## src/rtl/ser_pkg.sv

```systemverilog
package ser_pkg;
  parameter int unsigned SER_DATA_W = 8;
  localparam int unsigned SER_CRC_W = SER_DATA_W - 3;
  localparam logic [SER_CRC_W-1:0] SER_CRC_POLY = 5'h15;

  // Bitwise CRC, input MSB first, register cleared at start.
  function automatic logic [SER_CRC_W-1:0] crc_calc(input logic [SER_DATA_W-1:0] d);
    logic [SER_CRC_W-1:0] c;
    logic fb;
    c = '0;
    for (int i = SER_DATA_W - 1; i >= 0; i--) begin
      fb = c[SER_CRC_W-1] ^ d[i];
      c  = {c[SER_CRC_W-2:0], 1'b0} ^ (fb ? SER_CRC_POLY : '0);
    end
    return c;
  endfunction
endpackage

```

## src/rtl/ser_edge_detect.sv

```systemverilog
module ser_edge_detect (
  input  logic clk,
  input  logic cs_n,
  input  logic sclk,
  output logic frame_start,
  output logic shift_pulse,
  output logic deselected
);
  logic cs_q;
  logic sclk_q;

  // History registers track the pins every cycle; no reset needed.
  always_ff @(posedge clk) begin
    cs_q   <= cs_n;
    sclk_q <= sclk;
  end

  assign frame_start = cs_q & ~cs_n;
  assign shift_pulse = ~sclk_q & sclk & ~cs_n;
  assign deselected  = cs_n;
endmodule

```

## src/rtl/ser_status_build.sv

```systemverilog
module ser_status_build
  import ser_pkg::*;
#(
  parameter int unsigned DATA_W = SER_DATA_W
) (
  input  logic [DATA_W-1:0] din,
  input  logic              ot_flag,
  input  logic              uv_alarm,
  input  logic              uv_warn,
  output logic [DATA_W-1:0] status
);
  always_comb begin
    status[DATA_W-1:3] = crc_calc(din);
    status[2]          = ~uv_alarm;
    status[1]          = ot_flag;
    status[0]          = ~uv_warn;
  end
endmodule

```

## src/rtl/ser_shifter.sv

```systemverilog
module ser_shifter #(
  parameter int unsigned DATA_W = 8,
  localparam int unsigned FW = 2 * DATA_W
) (
  input  logic          clk,
  input  logic          rst,
  input  logic          load,
  input  logic          shift,
  input  logic          idle,
  input  logic          short_in,
  input  logic [FW-1:0] frame_in,
  input  logic          sdi,
  output logic          sdo
);
  logic [FW-1:0] sr;
  logic          short_q;
  logic [FW-1:0] nxt;

  // Short frames take the chained bit in just below the input byte.
  always_comb begin
    if (short_q) nxt = {sr[FW-2:DATA_W], sdi, {DATA_W{1'b0}}};
    else         nxt = {sr[FW-2:0], sdi};
  end

  always_ff @(posedge clk) begin
    if (rst) begin
      sr      <= '0;
      short_q <= 1'b0;
    end else if (idle) begin
      sr <= '0;
    end else if (load) begin
      sr      <= frame_in;
      short_q <= short_in;
    end else if (shift) begin
      sr <= nxt;
    end
  end

  assign sdo = sr[FW-1];
endmodule

```

## src/rtl/chain_input_serializer.sv

```systemverilog
module chain_input_serializer
  import ser_pkg::*;
#(
  parameter int unsigned DATA_W = SER_DATA_W
) (
  input  logic              clk,
  input  logic              rst,
  input  logic              cs_n,
  input  logic              sclk,
  input  logic              sdi,
  input  logic              short_frame,
  input  logic [DATA_W-1:0] din,
  input  logic              ot_flag,
  input  logic              uv_alarm,
  input  logic              uv_warn,
  output logic              sdo
);
  localparam int unsigned FW = 2 * DATA_W;

  logic              frame_start;
  logic              shift_pulse;
  logic              deselected;
  logic [DATA_W-1:0] status;

  ser_edge_detect u_edge (
    .clk         (clk),
    .cs_n        (cs_n),
    .sclk        (sclk),
    .frame_start (frame_start),
    .shift_pulse (shift_pulse),
    .deselected  (deselected)
  );

  ser_status_build #(.DATA_W(DATA_W)) u_status (
    .din      (din),
    .ot_flag  (ot_flag),
    .uv_alarm (uv_alarm),
    .uv_warn  (uv_warn),
    .status   (status)
  );

  ser_shifter #(.DATA_W(DATA_W)) u_shift (
    .clk      (clk),
    .rst      (rst),
    .load     (frame_start),
    .shift    (shift_pulse),
    .idle     (deselected),
    .short_in (short_frame),
    .frame_in ({din, status}),
    .sdi      (sdi),
    .sdo      (sdo)
  );
endmodule

```

## config.mk

```make
export PLATFORM = sky130hd
export DESIGN_NAME = chain_input_serializer
export DESIGN_NICKNAME = d
export VERILOG_FILES = /design/src/rtl/ser_pkg.sv /design/src/rtl/ser_edge_detect.sv /design/src/rtl/ser_status_build.sv /design/src/rtl/ser_shifter.sv /design/src/rtl/chain_input_serializer.sv
export SDC_FILE = /design/constraint.sdc
export NUM_CORES = 1
export LEC_CHECK = 0
export BUFFER_PORTS_ARGS = -buffer_cell sky130_fd_sc_hd__buf_2
export CORE_UTILIZATION = 51
export CTS_BUF_LIST = sky130_fd_sc_hd__clkbuf_4 sky130_fd_sc_hd__clkbuf_8
export DETAILED_ROUTE_END_ITERATION = 8
export PLACE_DENSITY_LB_ADDON = 0.2
export SLEW_MARGIN = 15
export SYNTH_ARGS = -nofsm -noshare
export SYNTH_HDL_FRONTEND = slang
export SYNTH_HIERARCHICAL = 1
export SYNTH_SLANG_ARGS = --single-unit
```

## constraint.sdc

```tcl
create_clock -name clk -period 1.3 [get_ports clk]
set_input_delay 0.13 -clock clk [delete_from_list [all_inputs] [get_ports clk]]
set_output_delay 0.13 -clock clk [all_outputs]
set_load 0.02 [all_outputs]
```

Word level (Yosys, flattened, before mapping)
Cells that the tools add are included.
{ "word_totals": {"regBits": 19, "inputBits": 17, "elab_cells": 39, "out_inout_bits": 1} }
{ "op_classes": {"n_reduce_logical": 3, "muxes": 11, "bitwise_logic": 21} }
{ "op_table": {"columns": ["cell", "n"], "rows": [
  ["$mux 5", 8],
  ["$xor 5x5->5", 7],
  ["$mux 16", 2],
  ["$mux 9", 1],
  ["$xor 1x1->1", 7],
  ["$not 1->1", 4],
  ["$and 1x1->1", 3],
  ["$reduce_and 2->1", 1],
  ["$reduce_bool 2->1", 1],
  ["$reduce_or 2->1", 1]
]} }

Logic depth before layout (Yosys ltp)
{ "logic_depth": {"word_depth": 23, "mapped_depth": 5, "mapped_depth_nobuf": 4} }

By module
Netlist, hierarchy kept.
{ "modules_own_cells": {"columns": ["mod", "instances", "seq_area_each_um2", "area_each_um2", "cells_each"], "rows": [
  ["ser_shifter", 1, 340.3, 802.0, 80],
  ["ser_status_build", 1, 0.0, 173.9, 14],
  ["ser_edge_detect", 1, 40.0, 66.3, 5]
]} }

Least setup slack after synthesis
No wires, ideal clock.
{ "synth_timing": {"path_type": "register to register", "start": "register u_edge.sclk_q", "end": "register u_shift.sr[10]", "setup_time_ns": 0.114, "synth_period_minus_slack_ns": 1.217, "path_slack_ns": 0.083, "t_required_ns": 1.186, "path_stages_with_launch": 6, "path_buffers": 1, "t_arrival_ns": 1.102, "path_cell_list": "dfxtp_1 > nor3b_2 > buf_4 > mux2_2 > mux2i_1 > nor2_1"} }
{ "synth_via": {"elab_chain_cells": 4} }
{ "synth_lines": {"columns": ["element", "line_no", "rtl"], "rows": [
  ["start: declaration", "ser_edge_detect.sv:10", "logic sclk_q;"],
  ["start signal: assignment", "ser_edge_detect.sv:15", "sclk_q <= sclk;"],
  ["$not 1->1", "ser_edge_detect.sv:19", "assign shift_pulse = ~sclk_q & sclk & ~cs_n;"],
  ["$and 1x1->1 (2 in series)", "ser_edge_detect.sv:19", null],
  ["named net shift_pulse", "chain_input_serializer.sv:21", "logic shift_pulse;"],
  ["$reduce_bool 2->1 (no line)", null, null],
  ["end signal: assignment", "ser_shifter.sv:32", "sr <= frame_in;"],
  ["end signal: assignment", "ser_shifter.sv:35", "sr <= nxt;"],
  ["end: declaration", "ser_shifter.sv:15", "logic [FW-1:0] sr;"]
]} }
The timed path passes the listed nets, and every way through them passes these cells.
A chain may end at the register's enable or synchronous reset.

Final worst setup path
{ "layout_timing": {"start": "register u_edge.sclk_q", "end": "register u_shift.sr[1]"} }
The elaborated chain is that of the path after synthesis.

==> impl_results.md <==
- Outcome: finished with violations
- Failing checks: setup timing
- Cell variety after synth: 23
- Finish-stage setup viols: 15
- Clock root buffer: clkbuf_4
- Met3 WL: 88 µm
- Post-DP HPWL: 1390 µm
- Seq/Total Area, Yosys: 0.365
- Clock transition at path regs: 0.11 ns
- DRC: 0
- Most frequent cells in the layout: dfxtp_1, buf_2, nor2b_1
- Initial Util: 0.573
- Fin nets: about 140
- Synthesized area: 1040 µm²
- Met2 wire length: 981 µm
- VDD IR-drop max: 0.702 mV
- Via density: 5.42
- Congestion Overflow GR: 0
- FF+latch count, synth: 19
- Max layer used: met4
- Final Worst Setup Slack: -0.0858 ns
- Syn Inst Count: 99
- M1 wire length: between 900 and 1000 µm
- Slew HR: 0.607
- Mean routed wirelength per cell: 14.0 µm
- Sequential Power Share: 0.523
- Num rows: 15
- Total CTS buffers: 3
- Critical Path End Type: register
- Clock power share: 0.260
- Final ANT Viol Nets: 0
- Largest net degree at the start of global routing: 18
- Diodes inserted: 0
- Sw Pwr: 0.313 mW
- Min Hold Slack: 0.0694 ns
- DR vias: 781
- Synth warn: 6
- Fillers: 159
- Gate power share: 0.217
- Die W: 47.2 µm
- # port buffers: 17
- Htree depth: 1
- CTS sink count: 19
- Ports: 18
- Synth Flop Type: dfxtp_1
- RSZ-0062 raised after global routing: true
- CTS Buffer Depth: 2
- Post-DP Area: 1130 µm²
- Routability cong.: between 0.7 and 0.8
- Post-CTS setup buffers: 0
- Switch share: 0.267
- Aggregate global-route resource usage: 0.211
- Fin. Hold Viols: 0
- Die Area: 2230 µm²
- Clk Latency, worst-skew pair: around 0.30 ns
- Nature of the critical path startpoint: register
- First-pass GRT wire length: 3250 µm
- Number of synthesized flops with an enable pin: 0
- PwrDens: 955 nW/µm²
- Mean Syn Cell Area: 10.5 µm²
- CP max FO: 8
- Internal cell power: approximately 0.86 mW
- DIE HEIGHT: between 40 and 50 µm
- Critical path class: reg -> reg
- Core ar.: ~1800 µm²
- Drt pass-1 iters: 4
- Slowest CP cell: dfxtp_2
- Area grow syn2layout: 18.0%
- Cell area after layout: 1230 µm²
- Mapped Nets: 116
- Highest Clock Rate: 0.722 GHz
- Synth async-reset ratio: 0
- Crit path max-delay family: flip-flops
- Leakage: between 0.5 and 0.6 nW
- TritonCTS clock tree: yes
- Drt first-iter violations: 12
- Max incr delay on CP: 0.34 ns
- Critical Path AT: between 1.5 and 2 ns
- Setup Skew: about 0.004 ns
- Slew Limit Fails: 0
- Max Cap Viol: 0
- Part of the cycle the worst path needs: 1.07
- Slew @ Worst Pin: around 0.6 ns
- Vias in the first global route: 769
- Most common cell after layout, fill and taps aside: dfxtp_1
- Initial antenna violation count: 0
- Critical path data required time: roughly 1.5 ns
- Total wire length: 2010 µm
- Min-delay worst type: in -> reg
- WP buf/inv: 2
- Ratio of cells with drive above 1 in the final layout: 0.336
- Final min period: approximately 1.4 ns
- Crit-path cells: nor3b_4, buf_4, inv_1, a221oi_1, nor3_1
[through the flow]
stage,power [mW],setup WS (ns),utilization,setup TNS [ns],std cells
after floorplan,0.807,0.0832,-,0,99
after global placement,0.859,0.00395,0.622,0,138
after detailed placement,0.863,-0.0759,0.622,-0.617,138
after CTS,1.18,-0.103,0.665,-1.29,144
after global routing,1.23,-0.180,0.676,-2.19,144
final,1.17,-0.0858,0.676,-0.888,144
[final cells by class]
type	instances	area, µm²	share of cell area
clock buffers	3	22.5	0.0183
clock inverters	1	5.00	0.00407
inverters	3	11.3	0.00916
multi-input cells	68	624	0.508
flip-flops and latches	19	382	0.310
well taps	25	31.3	0.0254
repair buffers	25	154	0.125
[worst paths after layout]
kind,start,endpoint,slack [ns],cells past startpoint
hold / removal,short_frame,u_shift/short_q$_SDFFE_PP0P_,0.07,3
hold reg to reg,u_shift/short_q$_SDFFE_PP0P_,u_shift/short_q$_SDFFE_PP0P_,0.57,2
setup / recovery,u_edge/sclk_q$_DFF_P_,u_shift/sr[1]$_SDFFE_PP0P_,-0.09,5
setup reg to reg,u_edge/sclk_q$_DFF_P_,u_shift/sr[1]$_SDFFE_PP0P_,-0.09,5
[worst min-delay path: cells and delay by family]
family / cells / cell delay, ns
buf+inv: 1 / 0.07
simple gates: 1 / 0.07
mux: 1 / 0.06
[synth_stat cells (2+ instances only)]
library cell | n | area (µm²)
xnor3_1 | 4 | 90.1
nor2_1 | 9 | 33.8
xnor2_1 | 3 | 26.3
nor3_1 | 8 | 40.0
mux2i_1 | 9 | 90.1
buf_4 | 4 | 30.0
inv_1 | 3 | 11.3
xor2_1 | 3 | 26.3
nor2b_1 | 10 | 62.6
a221oi_1 | 8 | 70.1
dfxtp_1 | 19 | 380
buf_2 | 2 | 10.0
mux2_2 | 7 | 78.8
[power groups by stage]
stage	combinational (mW)	sequential, mW	clock [mW]
floorplan	0.185	0.623	0
global placement	0.235	0.624	0
detailed placement	0.239	0.625	0
CTS	0.252	0.613	0.314
global route	0.277	0.616	0.340
finish	0.255	0.614	0.305
[cell families (layout without fill, tap and decap cells)]
family | count (synthesis) | after routing | share of synthesized area
compound gates | 10 | 10 | 0.0804
mux | 16 | 16 | 0.162
xor+xnor | 11 | 11 | 0.152
flops | 19 | 19 | 0.365
buf+inv | 12 | 32 | 0.0792
simple gates | 31 | 31 | 0.161
[layer usage]
layer	vias up	GRT usage
met4	0	0.0971
met3	2	0.0385
met2	18	0.339
li1	385	-
met5	-	0
met1	376	0.276
[state kept, by name (all words and copies together), names as in the netlist]
signal,cells
u_edge/cs_q,1
u_edge/sclk_q,1
u_shift/short_q,1
u_shift/sr,16
[repair_timing]
item | CTS | global route
hold buffers | 2 | 0
pin swaps | 1 | 2
setup endpoints to repair | 15 | 16
hold endpoints to repair | 2 | 0
resized for setup | 8 | 4
Power figures use the tool's default switching activity.
